===== src/rtl/buck_pwm_pkg.sv =====
`timescale 1ns/1ps
package buck_pwm_pkg;

    typedef enum logic {
        MODE_RUN   = 1'b0,
        MODE_SLEEP = 1'b1
    } pwr_mode_e;

    typedef struct packed {
        logic hi;
        logic lo;
    } gate_pair_t;

endpackage


===== src/rtl/pwm_timebase.sv =====
`timescale 1ns/1ps
module pwm_timebase
    import buck_pwm_pkg::*;
#(
    parameter int P_NORM    = 800,
    parameter int P_SB      = 400,
    parameter int SB_MAX_ON = 360,
    parameter int DUTY_W    = 9,
    parameter int CNT_W     = 10
) (
    input  logic              clk_i,
    input  logic              rst_ni,
    input  logic [DUTY_W-1:0] duty_i,
    input  logic              sleep_i,
    output logic              raw_hi_o,
    output pwr_mode_e         mode_o
);
    localparam int FS_SHIFT = DUTY_W - 1;
    localparam int FS       = 1 << FS_SHIFT;
    localparam int PROD_W   = CNT_W + DUTY_W;

    typedef struct packed {
        logic [CNT_W-1:0] cnt;
        logic [CNT_W-1:0] on;
        pwr_mode_e        mode;
    } tb_state_t;

    tb_state_t st_d, st_q;

    logic [DUTY_W-1:0] duty_sat;
    logic [PROD_W-1:0] prod_norm, prod_sb;
    logic [CNT_W-1:0]  on_norm, on_sb, last_idx;

    always_comb begin
        st_d      = st_q;
        duty_sat  = (duty_i > DUTY_W'(FS)) ? DUTY_W'(FS) : duty_i;
        prod_norm = PROD_W'(duty_sat) * PROD_W'(P_NORM);
        prod_sb   = PROD_W'(duty_sat) * PROD_W'(P_SB);
        on_norm   = CNT_W'(prod_norm >> FS_SHIFT);
        on_sb     = CNT_W'(prod_sb >> FS_SHIFT);
        if (on_sb > CNT_W'(SB_MAX_ON)) begin
            on_sb = CNT_W'(SB_MAX_ON);
        end
        last_idx = (st_q.mode == MODE_SLEEP) ? CNT_W'(P_SB - 1) : CNT_W'(P_NORM - 1);
        if (st_q.cnt == last_idx) begin
            st_d.cnt  = '0;
            st_d.mode = sleep_i ? MODE_SLEEP : MODE_RUN;
            st_d.on   = sleep_i ? on_sb : on_norm;
        end else begin
            st_d.cnt = st_q.cnt + CNT_W'(1);
        end
    end

    always_ff @(posedge clk_i or negedge rst_ni) begin
        if (!rst_ni) begin
            st_q <= '{cnt: '0, on: '0, mode: MODE_RUN};
        end else begin
            st_q <= st_d;
        end
    end

    assign raw_hi_o = (st_q.cnt < st_q.on);
    assign mode_o   = st_q.mode;

endmodule


===== src/rtl/pwm_gate_shaper.sv =====
`timescale 1ns/1ps
module pwm_gate_shaper
    import buck_pwm_pkg::*;
#(
    parameter int DEAD_CYC = 4
) (
    input  logic       clk_i,
    input  logic       rst_ni,
    input  logic       raw_hi_i,
    input  logic       allow_i,
    output gate_pair_t gates_o
);
    localparam int RUN_W   = $clog2(DEAD_CYC + 2);
    localparam int RUN_TOP = DEAD_CYC + 1;

    typedef struct packed {
        logic       prev;
        logic [RUN_W-1:0] run;
        gate_pair_t gates;
    } gs_state_t;

    gs_state_t st_d, st_q;
    logic      settled;

    always_comb begin
        st_d      = st_q;
        st_d.prev = raw_hi_i;
        if (raw_hi_i != st_q.prev) begin
            st_d.run = RUN_W'(1);
        end else if (st_q.run != RUN_W'(RUN_TOP)) begin
            st_d.run = st_q.run + RUN_W'(1);
        end
        settled       = (st_d.run == RUN_W'(RUN_TOP));
        st_d.gates.hi = allow_i && raw_hi_i && settled;
        st_d.gates.lo = allow_i && !raw_hi_i && settled;
    end

    always_ff @(posedge clk_i or negedge rst_ni) begin
        if (!rst_ni) begin
            st_q <= '0;
        end else begin
            st_q <= st_d;
        end
    end

    assign gates_o = st_q.gates;

endmodule


===== src/rtl/oc_trip_latch.sv =====
`timescale 1ns/1ps
module oc_trip_latch
    import buck_pwm_pkg::*;
#(
    parameter int BLANK_CYC = 80
) (
    input  logic      clk_i,
    input  logic      rst_ni,
    input  logic      hi_on_i,
    input  logic      oc_i,
    input  pwr_mode_e mode_i,
    input  logic      clr_i,
    output logic      fault_q_o,
    output logic      fault_d_o
);
    localparam int BL_W = $clog2(BLANK_CYC + 1);

    typedef struct packed {
        logic [BL_W-1:0] blank;
        logic            fault;
    } oc_state_t;

    oc_state_t st_d, st_q;
    logic      armed, trip;

    always_comb begin
        st_d  = st_q;
        armed = hi_on_i && (st_q.blank == BL_W'(BLANK_CYC));
        trip  = armed && oc_i && (mode_i == MODE_RUN);
        if (!hi_on_i) begin
            st_d.blank = '0;
        end else if (st_q.blank != BL_W'(BLANK_CYC)) begin
            st_d.blank = st_q.blank + BL_W'(1);
        end
        if (clr_i) begin
            st_d.fault = 1'b0;
        end else begin
            st_d.fault = st_q.fault || trip;
        end
    end

    always_ff @(posedge clk_i or negedge rst_ni) begin
        if (!rst_ni) begin
            st_q <= '0;
        end else begin
            st_q <= st_d;
        end
    end

    assign fault_q_o = st_q.fault;
    assign fault_d_o = st_d.fault;

endmodule


===== src/rtl/sync_buck_pwm.sv =====
`timescale 1ns/1ps
module sync_buck_pwm
    import buck_pwm_pkg::*;
#(
    parameter int CLK_HZ     = 200_000_000,
    parameter int FSW_HZ     = 250_000,
    parameter int BLANK_NS   = 400,
    parameter int DEAD_CYC   = 4,
    parameter int DUTY_W     = 9,
    parameter int SB_MAX_PCT = 90
) (
    input  logic              clk_i,
    input  logic              rst_ni,
    input  logic              en_i,
    input  logic              sleep_i,
    input  logic [DUTY_W-1:0] duty_i,
    input  logic              oc_i,
    input  logic              fault_clr_i,
    output logic              hs_en_o,
    output logic              ls_en_o,
    output logic              fault_o
);
    localparam int P_NORM    = CLK_HZ / FSW_HZ;
    localparam int P_SB      = P_NORM / 2;
    localparam int SB_MAX_ON = (P_SB * SB_MAX_PCT) / 100;
    localparam int BLANK_CYC = ((CLK_HZ / 1_000_000) * BLANK_NS) / 1000;
    localparam int CNT_W     = $clog2(P_NORM + 1);

    logic       raw_hi;
    pwr_mode_e  mode_q;
    logic       sleep_q;
    gate_pair_t gates;
    logic       fault_q, fault_d, allow;

    pwm_timebase #(
        .P_NORM(P_NORM), .P_SB(P_SB), .SB_MAX_ON(SB_MAX_ON),
        .DUTY_W(DUTY_W), .CNT_W(CNT_W)
    ) u_timebase (
        .clk_i(clk_i), .rst_ni(rst_ni), .duty_i(duty_i), .sleep_i(sleep_i),
        .raw_hi_o(raw_hi), .mode_o(mode_q)
    );

    oc_trip_latch #(
        .BLANK_CYC(BLANK_CYC)
    ) u_trip (
        .clk_i(clk_i), .rst_ni(rst_ni), .hi_on_i(gates.hi), .oc_i(oc_i),
        .mode_i(mode_q), .clr_i(fault_clr_i),
        .fault_q_o(fault_q), .fault_d_o(fault_d)
    );

    assign allow = en_i && !fault_d;

    pwm_gate_shaper #(
        .DEAD_CYC(DEAD_CYC)
    ) u_shaper (
        .clk_i(clk_i), .rst_ni(rst_ni), .raw_hi_i(raw_hi), .allow_i(allow),
        .gates_o(gates)
    );

    assign sleep_q = (mode_q == MODE_SLEEP);
    assign hs_en_o = gates.hi;
    assign ls_en_o = gates.lo;
    assign fault_o = fault_q;

endmodule


===== config.mk =====
export PLATFORM = sky130hd
export DESIGN_NAME = sync_buck_pwm
export DESIGN_NICKNAME = d
export VERILOG_FILES = /design/src/rtl/buck_pwm_pkg.sv /design/src/rtl/pwm_timebase.sv /design/src/rtl/pwm_gate_shaper.sv /design/src/rtl/oc_trip_latch.sv /design/src/rtl/sync_buck_pwm.sv
export SDC_FILE = /design/constraint.sdc
export NUM_CORES = 1
export LEC_CHECK = 0
export BUFFER_PORTS_ARGS = -buffer_cell sky130_fd_sc_hd__buf_2
export CORE_MARGIN = 2
export CORE_UTILIZATION = 45
export DETAILED_ROUTE_END_ITERATION = 8
export PLACE_DENSITY_LB_ADDON = 0.3
export SKIP_CTS_REPAIR_TIMING = 1
export SLEW_MARGIN = 10
export SYNTH_ARGS = -nofsm -noshare
export SYNTH_HDL_FRONTEND = slang
export SYNTH_SLANG_ARGS = --single-unit

===== constraint.sdc =====
create_clock -name clk_i -period 1.8 [get_ports clk_i]
set_input_delay 0.09 -clock clk_i [delete_from_list [all_inputs] [get_ports clk_i]]
set_output_delay 0.09 -clock clk_i [all_outputs]
set_load 0.03 [all_outputs]

==> results.md <==
* Total grt overflow at 0
* Crit path buf inv count at 6
* CTS Buffer Depth at 2
* Dpl hpwl at 4870 um
* Cell-internal power at 1.55 mW
* Row count at 29
* Final Cell Area at 4110 um2
* Critical path's top delay family: adder cells
* Final setup viols at 16
* Worst VDD drop at 0.650 mV
* CP Depth at 17
* Slew Limit Fails at 0
* Worst clock skew at 0.00738 ns
* FF-to-FF path depth at 8
* CTS tree: built
* Period utilisation layout at 149%
* Worst EP required at 1.97 ns
* RSZ-0062 raised after global routing: yes
* Number of antenna diodes at 0
* Crit path DAT at approximately 2.9 ns
* Critical path peak fanout at 4
* Leakage power at 1.99 nW
* Largest net degree at the start of global routing at 36
* DIE AREA at 6990 um2
* Gate Count Post-Synth at 300
* Net Sw Frac at 32.2%
* Setup crit end: u_timebase.st_q[1]$_DFFE_PN0N_
* Violated checks: setup timing
* Initial antenna violation count at 0
* DR iter-0 viols at 106
* Max-cap violations at 0
* # port buffers at 17
* Hold Worst Slack at 0.156 ns
* Gate power share at 40.2%
* Most used flip-flop cell after synthesis: dfrtp_1
* Number of synthesis warnings at 0
* Sequential area share after synthesis at 30.7%
* DRT Wirelength at slightly below 7000 um
* Gp weighted congestion at 0.823
* Worst slew margin at 48.7%
* H-tree depth at 2
* Crit end category: flip-flop
* Nets at 450
* Initial Util at 45.7%
* Antenna-violating nets left at 0
* Worst path slowest cell: fa_1
* Syn Nets at 357
* Final Hold Fails at 0
* Status: finished with violations
* CTS sink count at 35
* Vias in the first global route at 2401
* CTS buffer count at 5
* Die Ht at 83.6 um
* Worst skew pair latency at between 0.2 and 0.3 ns
* Worst-Margin Slew at just under 0.8 ns
* Sequential Power Share at a little over a third
* Tmin final at 2.68 ns
* Synth-to-Final Area Change at 43.9%
* Min-Delay Path Class: input pin to flip-flop
* Most frequent cells in the layout: buf_4 (69), dfrtp_1 (35), ha_1 (24), inv_1 (23), nor2_1 (21)
* IO Count at 18
* Vias at 2505
* R2r endpoint: u_shaper.st_q[3]$_DFF_PN0_
* FF-to-FF Start: u_timebase.st_q[6]$_DFFE_PN0N_
* Avg WL per Cell at ~14 um
* Fraction of registers with async set or reset after synthesis at between 90% and 100%
* Worst Setup Path Type: input pin to flip-flop
* Core area at 6240 um2
* DR vias/cell at between 5 and 6
* Total Routing Usage GR at 18.7%
* Most common cell after layout, fill and taps aside: buf_4
* Peak Freq at 0.373 GHz
* Post-synth EDFFs at 0
* Share of layout cells above drive strength 1 at approximately two fifths
* Clk pwr share at 24.1%
* Avg Inst Size Synth at ~9.5 um2
* Die width at 83.6 um
* Hold path start: sleep_i
* Power density cells at 559 nW/um2
* DR pass1 iterations at 4
* Fill count at between 400 and 500
* Finished Core Util at 65.8%
* CP Cell Sequence: buf_6 -> nor2b_4 -> and2_4 -> ha_4 -> inv_2 -> fa_1 -> inv_2 -> ha_4 -> buf_6 -> buf_4 -> o21ai_0 -> o21bai_1 -> a21oi_1 -> xor2_1 -> buf_4 -> nor3_4 -> o31ai_4
* Startpoint Class: input pin
* Setup slack after layout at -0.879 ns
* First-pass GRT wire length at 10700 um
* Netlist cell types at 58
* Clock root cell: clkbuf_8
* CP max stage delay at about 0.54 ns
* Dpl cell area at 3680 um2
* Worst R2R Setup Slack at -0.35 ns
* Residual DRC at 0
* Synth Cell Area at 2850 um2
* Register bit total from synthesis at 35
* Psw at about 0.74 mW
* CTS clk-pin slew, worst paths at approximately 0.070 ns
* Crit. Startpoint: duty_i[1]
[stage by stage]
stage	cells	setup slack, ns	setup TNS [ns]	power [mW]
floorplan	300	-1.11	-9.55	1.29
global placement	454	-1.16	-12.40	1.58
detailed placement	454	-1.18	-13.11	1.59
CTS	462	-0.883	-10.21	2.16
global route	471	-0.977	-11.20	2.42
finish	471	-0.879	-9.65	2.29
[cell usage after synthesis (2+ instances only)]
cell      instances  area [um2]
a21o_1            2        15.0
a21oi_1           7        35.0
a31oi_1           9        56.3
and2_1            8        50.1
and3_1            7        43.8
and4bb_2          2        25.0
buf_2             2        10.0
clkbuf_1          4        15.0
dfrtp_1          35         876
fa_1              4        80.1
ha_1             38         475
inv_1            28         105
nand2_1          15        56.3
nand2b_1          7        43.8
nand3_1           8        40.0
nand3b_1          3        22.5
nor2_1           24        90.1
nor2b_1          10        62.6
nor3_1            5        25.0
o211ai_1          2        15.0
o21a_1            3        22.5
o21ai_0           5        25.0
o21bai_1          2        15.0
o221ai_1          3        26.3
o22ai_1           4        25.0
o31ai_1           4        30.0
or3b_2            2        17.5
xnor2_1          17         149
xor2_1           11        96.3
[power by group through the flow]
stage                     sequential, mW  combinational (mW)  clock (mW)
after floorplan                    0.831               0.459           0
after global placement             0.832               0.751           0
after detailed placement           0.833               0.761           0
after CTS                          0.817               0.768       0.572
after global routing               0.820               0.998       0.604
final                              0.818               0.922       0.553
[layer usage]
metal / routed length, um / vias to the layer above / part of all wire, % / track usage, %
met5: 0 / - / 0 / 0
met4: 100 / 0 / 1.5 / 5.57
met3: 206 / 8 / 3.0 / 2.77
met2: 3400 / 45 / 50 / 31.3
met1: 3080 / 1207 / 45 / 25.1
li1: - / 1245 / - / -
[flip-flops by register name, summed over array words and instances (netlist names)]
| name | cells |
|---|---|
| u_timebase.mode_o | 1 |
| u_shaper.gates_o | 2 |
| u_shaper.st_q | 4 |
| u_trip.st_q | 7 |
| u_timebase.st_q | 20 |
| u_trip.fault_q_o | 1 |
[cells by family (layout without fill, tap and decap cells)]
family / count (synthesis) / count (layout) / synth area share [%]
AOI/OAI and AO/OA: 57 / 57 / 16.1
xor gates and xnor gates: 29 / 29 / 9.17
DFF: 35 / 35 / 30.7
adders and majority gates: 42 / 42 / 19.5
buffers and inverters: 36 / 130 / 4.96
and+or+nand+nor: 101 / 101 / 19.6
[tightest hold or removal path, stage by stage]
cell and delay, ns:
buf_2 0.19, nand2_1 0.09, nand2_1 0.04
[worst min-delay path by stage]
stage                                     end  cells after the start  slack (ns)
5_1_grt         u_timebase.mode_o$_DFFE_PN0N_                      3        0.18
4_1_cts        u_timebase.st_q[6]$_DFFE_PN0N_                      1        -0.1
6_report        u_timebase.mode_o$_DFFE_PN0N_                      3        0.16
3_5_place_dp       u_trip.st_q[3]$_DFFE_PN0P_                      1        0.22
3_3_place_gp       u_trip.st_q[3]$_DFFE_PN0P_                      1        0.21
2_1_floorplan   u_shaper.gates_o[0]$_DFF_PN0_                      0       -0.21
[area by class of cell]
type                    count  area [um2]  share of cell area [%]
inverters                  28         108                    2.62
flip-flops and latches     35         876                    21.3
repair buffers             94         729                    17.8
clock buffers               5        68.8                    1.68
well taps                  77        96.3                    2.35
clock inverters             3        15.0                   0.366
multi-input cells         229        2210                    53.9
(Power assumes the default switching activity.)
